[config.mk]
export PLATFORM = sky130hd
export DESIGN_NAME = quad_counter_top
export DESIGN_NICKNAME = d
export VERILOG_FILES = /design/src/rtl/qdc_pkg.sv /design/src/rtl/qdc_sync_filter.sv /design/src/rtl/qdc_decoder.sv /design/src/rtl/qdc_counter.sv /design/src/rtl/quad_counter_top.sv
export SDC_FILE = /design/constraint.sdc
export NUM_CORES = 1
export LEC_CHECK = 0
export BUFFER_PORTS_ARGS = -buffer_cell sky130_fd_sc_hd__buf_2
export CORE_MARGIN = 1.5
export CORE_UTILIZATION = 40
export CTS_CLUSTER_SIZE = 12
export DETAILED_ROUTE_END_ITERATION = 16
export PLACE_DENSITY_LB_ADDON = 0.15
export SLEW_MARGIN = 20
export SYNTH_ARGS = -nofsm -noshare
export SYNTH_HDL_FRONTEND = slang
export SYNTH_SLANG_ARGS = --single-unit
export TNS_END_PERCENT = 5
[constraint.sdc]
create_clock -name clk -period 3.3 [get_ports clk]
set_clock_uncertainty 0.2 [all_clocks]
set_input_delay 0.99 -clock clk [delete_from_list [all_inputs] [get_ports clk]]
set_output_delay 0.99 -clock clk [all_outputs]
set_load 0.05 [all_outputs]
[src/rtl/qdc_pkg.sv]
package qdc_pkg;

  typedef struct packed {
    logic a;
    logic b;
  } quad_t;

  // Forward (A leading) order: 00 -> 10 -> 11 -> 01 -> 00
  function automatic logic is_forward(quad_t prev, quad_t cur);
    return cur.a ^ prev.b;
  endfunction

endpackage

[src/rtl/qdc_sync_filter.sv]
module qdc_sync_filter #(
  parameter int SYNC_STAGES = 2,
  parameter int FILT_LEN    = 3
) (
  input  logic clk,
  input  logic rst_n,
  input  logic raw,
  output logic clean
);

  logic [SYNC_STAGES-1:0] sync_q;
  logic [FILT_LEN-2:0]    hist_q;
  logic [FILT_LEN-1:0]    window;
  logic                   s_sync;

  assign s_sync = sync_q[SYNC_STAGES-1];
  assign window = {hist_q, s_sync};

  always_ff @(posedge clk or negedge rst_n) begin
    if (!rst_n) begin
      sync_q <= '0;
      hist_q <= '0;
      clean  <= 1'b0;
    end else begin
      sync_q <= {sync_q[SYNC_STAGES-2:0], raw};
      hist_q <= window[FILT_LEN-2:0];
      if (&window)
        clean <= 1'b1;
      else if (~|window)
        clean <= 1'b0;
    end
  end


  filter_agree_chk: assert property (@(posedge clk) disable iff (!rst_n)
    !$stable(clean) |-> $past(s_sync) == clean);

endmodule

[src/rtl/qdc_decoder.sv]
module qdc_decoder
  import qdc_pkg::*;
(
  input  logic  clk,
  input  logic  rst_n,
  input  quad_t cur,
  output logic  inc,
  output logic  dec,
  output logic  strobe_q,
  output logic  dir_q
);

  quad_t      prev_q;
  logic [1:0] delta;
  logic       step_valid;
  logic       step_fwd;

  assign delta      = {cur.a ^ prev_q.a, cur.b ^ prev_q.b};
  assign step_valid = ^delta;
  assign step_fwd   = is_forward(prev_q, cur);
  assign inc        = step_valid & step_fwd;
  assign dec        = step_valid & ~step_fwd;

  always_ff @(posedge clk or negedge rst_n) begin
    if (!rst_n) begin
      prev_q   <= '0;
      strobe_q <= 1'b0;
      dir_q    <= 1'b0;
    end else begin
      prev_q   <= cur;
      strobe_q <= step_valid;
      if (step_valid)
        dir_q <= step_fwd;
    end
  end


  illegal_quiet_chk: assert property (@(posedge clk) disable iff (!rst_n)
    (&delta) |=> !strobe_q);


  dir_hold_chk: assert property (@(posedge clk) disable iff (!rst_n)
    !step_valid |=> $stable(dir_q));

endmodule

[src/rtl/qdc_counter.sv]
module qdc_counter #(
  parameter int CNT_WIDTH = 16
) (
  input  logic                 clk,
  input  logic                 rst_n,
  input  logic                 inc,
  input  logic                 dec,
  output logic [CNT_WIDTH-1:0] position
);

  localparam logic [CNT_WIDTH-1:0] ONE = CNT_WIDTH'(1);

  always_ff @(posedge clk or negedge rst_n) begin
    if (!rst_n)
      position <= '0;
    else if (inc)
      position <= position + ONE;
    else if (dec)
      position <= position - ONE;
  end


  up_step_chk: assert property (@(posedge clk) disable iff (!rst_n)
    inc |=> position == $past(position) + ONE);


  down_step_chk: assert property (@(posedge clk) disable iff (!rst_n)
    dec |=> position == $past(position) - ONE);


  idle_hold_chk: assert property (@(posedge clk) disable iff (!rst_n)
    (!inc && !dec) |=> $stable(position));

endmodule

[src/rtl/quad_counter_top.sv]
module quad_counter_top
  import qdc_pkg::*;
#(
  parameter int CNT_WIDTH   = 16,
  parameter int SYNC_STAGES = 2,
  parameter int FILT_LEN    = 3
) (
  input  logic                 clk,
  input  logic                 rst_n,
  input  logic                 enc_a,
  input  logic                 enc_b,
  output logic                 step_strobe,
  output logic                 step_up,
  output logic [CNT_WIDTH-1:0] position
);

  localparam int NUM_CH = 2;

  logic [NUM_CH-1:0] raw_vec;
  logic [NUM_CH-1:0] clean_vec;
  quad_t             cur;
  logic              inc;
  logic              dec;

  assign raw_vec = {enc_a, enc_b};

  for (genvar ch = 0; ch < NUM_CH; ch++) begin : g_chan
    qdc_sync_filter #(
      .SYNC_STAGES(SYNC_STAGES),
      .FILT_LEN   (FILT_LEN)
    ) u_filt (
      .clk  (clk),
      .rst_n(rst_n),
      .raw  (raw_vec[ch]),
      .clean(clean_vec[ch])
    );
  end

  assign cur = '{a: clean_vec[1], b: clean_vec[0]};

  qdc_decoder u_dec (
    .clk     (clk),
    .rst_n   (rst_n),
    .cur     (cur),
    .inc     (inc),
    .dec     (dec),
    .strobe_q(step_strobe),
    .dir_q   (step_up)
  );

  qdc_counter #(.CNT_WIDTH(CNT_WIDTH)) u_cnt (
    .clk     (clk),
    .rst_n   (rst_n),
    .inc     (inc),
    .dec     (dec),
    .position(position)
  );


  strobe_single_chk: assert property (@(posedge clk) disable iff (!rst_n)
    step_strobe |-> !$stable(position));

endmodule

==> impl_metrics.csv, run 1 <==
group,metric,value,unit
run_status,status,"finished, final reports clean",
clocking,htree_num_levels,2,
synth,ys_seq_elements,30,
synth,yosys-top-cells-count,"30 x dfrtp_1, 22 x a21oi_1, 18 x nor2_1, 15 x ha_1, 15 x nand2_1",
place,place_hpwl,2490,um
sta,finalHoldWorstSlack,0.153,ns
route,drtAntennaViolNets,0,
clocking,hold_buffers,0,
route,routed_wl,3520,um
global_route,grt_pass1_wl,6030,um
clocking,cts_tree,"yes",
die,die_y,68.9,um
clocking,cts_buffer_depth,2,
route,drtIter0Drc,53,
global_route,globalRouteMet2Util,0.263,
synth,synth_fp_nets,200,
synth,post-synth-top-count-cell,"dfrtp_1",
job,cap_violations,0,
critical_path,cp_top_family,"compound AO/OA/AOI/OAI gates",
die,die_w,68.9,um
route,drtPass1Iterations,4,
sta,slew_viol_final,0,
clocking,cts-root-buf,"clkbuf_8",
synth,synth_area,1740,sq um
die,die_area,4750,sq um
synth,synthArstFlopShare,1.00,
place,postPlaceCellArea,1870,sq um
die,coreArea,4090,sq um
synth,yosys-top-cells-area,"dfrtp_1 43%, ha_1 11%, a21oi_1 6.3%",
sta,worst-slew-pin-transition,0.920,ns
final_layout,finalInstanceArea,1990,sq um
sta,max_slew_margin,0.384,
die,std_cell_rows,23,
critical_path,cp.required,3.31,ns
route,vias,1332,
global_route,grt_max_degree,31,
place,port_buffers,21,
route,avgViaCountPerCell,5.24,
synth,synthCells,180,
sta,fin_crit,3.06,ns
global_route,overflow,0,
critical_path,worstPathMaxFanout,9,
final_layout,antenna_cells,0,
route,wl_per_cell,13.9,um
global_route,grt_util_met1,0.244,
clocking,clock_sinks,30,
final_layout,nFillCells,408,
clocking,cts_made_buffers,5,
final_layout,layout.nets,223,
final_layout,synthToLayoutAreaGrowth,14.6,%
final_layout,drive_above_1_share,0.201,
hold_path,min_path_type,"reg2reg",
global_route,antenna_found_initial,0,
sta,setup_viol,0,
global_route,top_usage_layer,"met2",
critical_path,critPathArrivalTime,3.06,ns
synth,synth_flop_cell,"dfrtp_1",
clocking,worstSkewPairLatency,0.28,ns
sta,max_freq,0.327,GHz
die,initial_core_util,0.425,
clocking,clk_pin_slew,0.07,ns
critical_path,critPathKind,"reg2reg",
global_route,track_usage,0.172,
synth,synth_top_area_frac,0.432,
global_route,first_global_vias,1301,
synth,post-synth-top-area-cell,"dfrtp_1",
die,pin_count,22,
route,route.detailed.drc,0,
synth,seq_area_frac_synth,0.432,
synth,synth-edff-count,0,
critical_path,slowest_delay,0.42,ns
global_route,grtUsageMet3,0.0341,
critical_path,slowest_stage,"dfrtp_1",
sta,fin_crit_sh,0.926,
synth,synth_cell_types,36,
synth,synth_warnings,0,
place,place.gp.congestion,0.850,
sta,hold_viol_final,0,
critical_path,start_kind,"register",
critical_path,crit_buf_inv,2,
critical_path,crit_chain,"xor2_1, and2_2, clkinvlp_4, buf_4, ha_1, nand2_1, a2111oi_2, nor2_1, o41ai_2, mux2i_1, xnor2_1",
critical_path,end_kind,"register",
synth,syn_avg_cell_area,9.65,sq um
[area by class of cell]
| class | instances | area [sq um] | area share |
|---|---|---|---|
| flip-flops and latches | 30 | 751 | 0.377 |
| clock buffers | 6 | 82.6 | 0.0415 |
| repair buffers | 24 | 128 | 0.0641 |
| multi-input cells | 133 | 917 | 0.461 |
| well taps | 50 | 62.6 | 0.0314 |
| clock inverters | 2 | 12.5 | 0.00629 |
| inverters | 9 | 37.5 | 0.0189 |
[stage by stage]
stage	std cells	utilization	setup TNS [ns]	worst slack [ns]
2_1_floorplan	180	-	0	0.463
4_1_cts	251	0.480	0	0.113
5_1_grt	254	0.487	-0.00761	-0.00607
6_report	254	0.487	0	0.243
3_5_place_dp	243	0.457	0	0.136
3_3_place_gp	243	0.457	0	0.225
[placed cells by master (no fill, tap or decap), types with 2 or more instances in the layout]
master       n
o41ai_2      2
o21ai_0     13
nand3_1      2
ha_1        15
xor2_1       7
mux2i_1      2
a21o_1       5
nor2_1      18
nand4_1      2
inv_1        7
a21boi_0     2
nand2_1     15
dfrtp_1     30
buf_4        3
clkinvlp_4   2
a21oi_1     22
xnor2_1      8
clkbuf_8     6
o211ai_1     2
buf_2       21
[repair_timing]
action	CTS	global route
endpoints found under the setup margin	0	4
buffers inserted	0	3
resized for setup	0	2
[layer usage]
layer  part of all wire  wire length [um]
met5                  0                 0
met3              0.029               103
met4             0.0094                33
met2               0.44              1540
met1               0.52              1840
[registers in the layout, summed over array words and instances (netlist names)]
register	cells
u_cnt.position	16
g_chan.u_filt.hist_q	4
g_chan.u_filt.sync_q	4
g_chan.u_filt.clean	2
u_dec.prev_q	2
u_dec.dir_q	1
u_dec.strobe_q	1
[cell families (layout without fill, tap and decap cells)]
kind of cell    count (synthesis)  after routing  synth area share
mux                             2              2            0.0115
xor+xnor                       15             15            0.0757
fa+ha+maj                      16             16             0.120
buf+inv                        17             41            0.0403
compound gates                 58             58             0.218
simple gates                   42             42             0.102
flops                          30             30             0.432
[path summary, 6_finish.rpt]
check	start	to	slack [ns]	depth (start not counted)
hold reg to reg	g_chan[1].u_filt.sync_q[0]	g_chan[1].u_filt.sync_q[1]	0.15	0
hold / removal	g_chan[1].u_filt.sync_q[0]	g_chan[1].u_filt.sync_q[1]	0.15	0
setup / recovery	g_chan[1].u_filt.clean	u_cnt.position[15]	0.24	11
min in group asynchronous	rst_n	u_cnt.position[10]	0.54	1
max in group asynchronous	rst_n	u_cnt.position[0]	1.92	1
setup reg to reg	g_chan[1].u_filt.clean	u_cnt.position[15]	0.24	11
Power of run 1 is not shown: default switching activity piles up to over one toggle a cycle in this logic, so the estimate is an artifact.
==> inputs of run 2 (changes only) <==
PLACE_DENSITY = 0.58   (was unset)
PLACE_DENSITY_LB_ADDON = unset   (was 0.15)
==> run 2 against run 1 <==
Net effect: core utilization up 0.15 points; worst setup slack lost 0.012 ns; critical path depth did not move; via count is 2.0% higher; non-clock buffer count up 1.
==> impl_metrics.csv, run 2 (synthesis results as in run 1) <==
group,metric,value,unit
run_status,status,"finished, final reports clean",
die,die_y,68.9,um
sta,finalHoldWorstSlack,0.154,ns
sta,fin_crit,3.07,ns
global_route,grt_max_degree,31,
clocking,hold_buffers,0,
final_layout,final_common_cell,"dfrtp_1",
place,dpl.cell_count,243,
sta,hold_viol_final,0,
critical_path,start_kind,"register",
place,port_buffers,21,
sta,rsz0062_at_grt,"no",
global_route,track_usage,0.156,
place,place_hpwl,2420,um
global_route,antenna_found_initial,0,
global_route,first_global_vias,1165,
place,place.gp.congestion,0.880,
final_layout,antenna_cells,0,
critical_path,slowest_delay,0.41,ns
final_layout,multi_input_area,918,sq um
clocking,htree_num_levels,2,
sta,setup_viol,0,
clocking,clk_pin_slew,0.08,ns
sta,finalSetupTns,0,ns
clocking,cts_buffer_depth,2,
die,initial_core_util,0.425,
place,postPlaceCellArea,1870,sq um
clocking,clock_sinks,30,
critical_path,cp.required,3.32,ns
critical_path,critPathArrivalTime,3.09,ns
route,route.detailed.drc,0,
critical_path,crit_path_frequent_cell,"xnor2_1",
sta,slew_viol_final,0,
clocking,cts_made_buffers,5,
route,drtAntennaViolNets,0,
global_route,grt_pass1_wl,5250,um
die,pin_count,22,
final_layout,largest_register_ffs,16,
die,die_area,4750,sq um
sta,worst-slew-pin-transition,0.842,ns
die,std_cell_rows,23,
final_layout,drive_above_1_share,0.205,
final_layout,register_area,751,sq um
final_layout,instances_no_fill,255,
clocking,cts_tree,"yes",
sta,max_slew_margin,0.436,
route,avgViaCountPerCell,5.33,
critical_path,worstPathMaxFanout,7,
critical_path,crit_chain,"xnor2_1, and2_1, clkinvlp_4, buf_4, ha_1, nand2_1, a2111oi_2, nor2_1, o41ai_2, mux2i_1, xnor2_1",
critical_path,slowest_stage,"dfrtp_1",
global_route,overflow,0,
hold_path,min_path_type,"reg2reg",
final_layout,nFillCells,402,
final_layout,top_regs,"u_cnt.position (16), g_chan.u_filt.hist_q (4), g_chan.u_filt.sync_q (4)",
job,cap_violations,0,
route,vias,1358,
sta,max_freq,0.326,GHz
critical_path,critPathKind,"reg2reg",
route,wl_per_cell,13.2,um
sta,fin_crit_sh,0.930,
die,coreArea,4090,sq um
route,routed_wl,3370,um
route,drtIter0Drc,53,
clocking,worstSkewPairLatency,0.29,ns
final_layout,finalInstanceArea,2000,sq um
final_layout,mostFrequentLayoutCells,"30 x dfrtp_1, 22 x a21oi_1, 22 x buf_2, 18 x nor2_1, 15 x nand2_1",
critical_path,end_kind,"register",
final_layout,synthToLayoutAreaGrowth,15.0,%
route,drtPass1Iterations,6,
final_layout,layout.nets,224,
final_layout,top_register,"u_cnt.position",
die,die_w,68.9,um
clocking,cts-root-buf,"clkbuf_8",
run 2: cell count changes in the layout (fill, tap and decap cells not counted):
cell / change
buf_2: +1
and2_1: +1
ha_2: +1
ha_1: -1
and2_2: -1
run 2: final cells by class:
cell class,count,area share
Clock buffer,6,0.0414
Clock inverter,2,0.00627
Inverter,9,0.0188
Multi-Input combinational cell,133,0.460
Sequential cell,30,0.376
Tap cell,50,0.0313
Timing Repair Buffer,25,0.0664
run 2: metrics by stage:
step                 util  worst slack [ns]
floorplan               -             0.463
global placement    0.457             0.215
detailed placement  0.457             0.130
CTS                 0.480             0.150
global route        0.489            0.0106
finish              0.489             0.231
run 2: what timing repair did:
| item | CTS | global route |
|---|---|---|
| endpoints found under the setup margin | 0 | 2 |
| gates resized for setup | 0 | 2 |
| setup buffers | 0 | 4 |
run 2: worst max-delay path: cells and delay by family, from the launching register on:
kind	cells	cell delay, ns
and+or+nand+nor	3	0.57
DFF	1	0.41
AOI/OAI and AO/OA	2	0.54
xor gates and xnor gates	2	0.32
buffers and inverters	2	0.30
adders and majority gates	1	0.40
muxes	1	0.26
run 2: path summary, 6_finish.rpt:
path	start	to	slack, ns	cells after the start
setup / recovery	g_chan[0].u_filt.clean	u_cnt.position[15]	0.23	11
hold / removal	g_chan[1].u_filt.sync_q[0]	g_chan[1].u_filt.sync_q[1]	0.15	0
setup reg to reg	g_chan[0].u_filt.clean	u_cnt.position[15]	0.23	11
hold reg to reg	g_chan[1].u_filt.sync_q[0]	g_chan[1].u_filt.sync_q[1]	0.15	0
max in group asynchronous	rst_n	u_cnt.position[14]	1.93	1
min in group asynchronous	rst_n	u_cnt.position[5]	0.52	1
run 2: per-layer routing:
metal  vias up  routed length, um  global-route usage
met3         6                105              0.0536
li1        683                  -                   -
met1       651               1610               0.188
met4         0                 56              0.0662
met2        18               1600               0.255
met5         -                  0                   0
Power of run 2 is left out for the same reason.
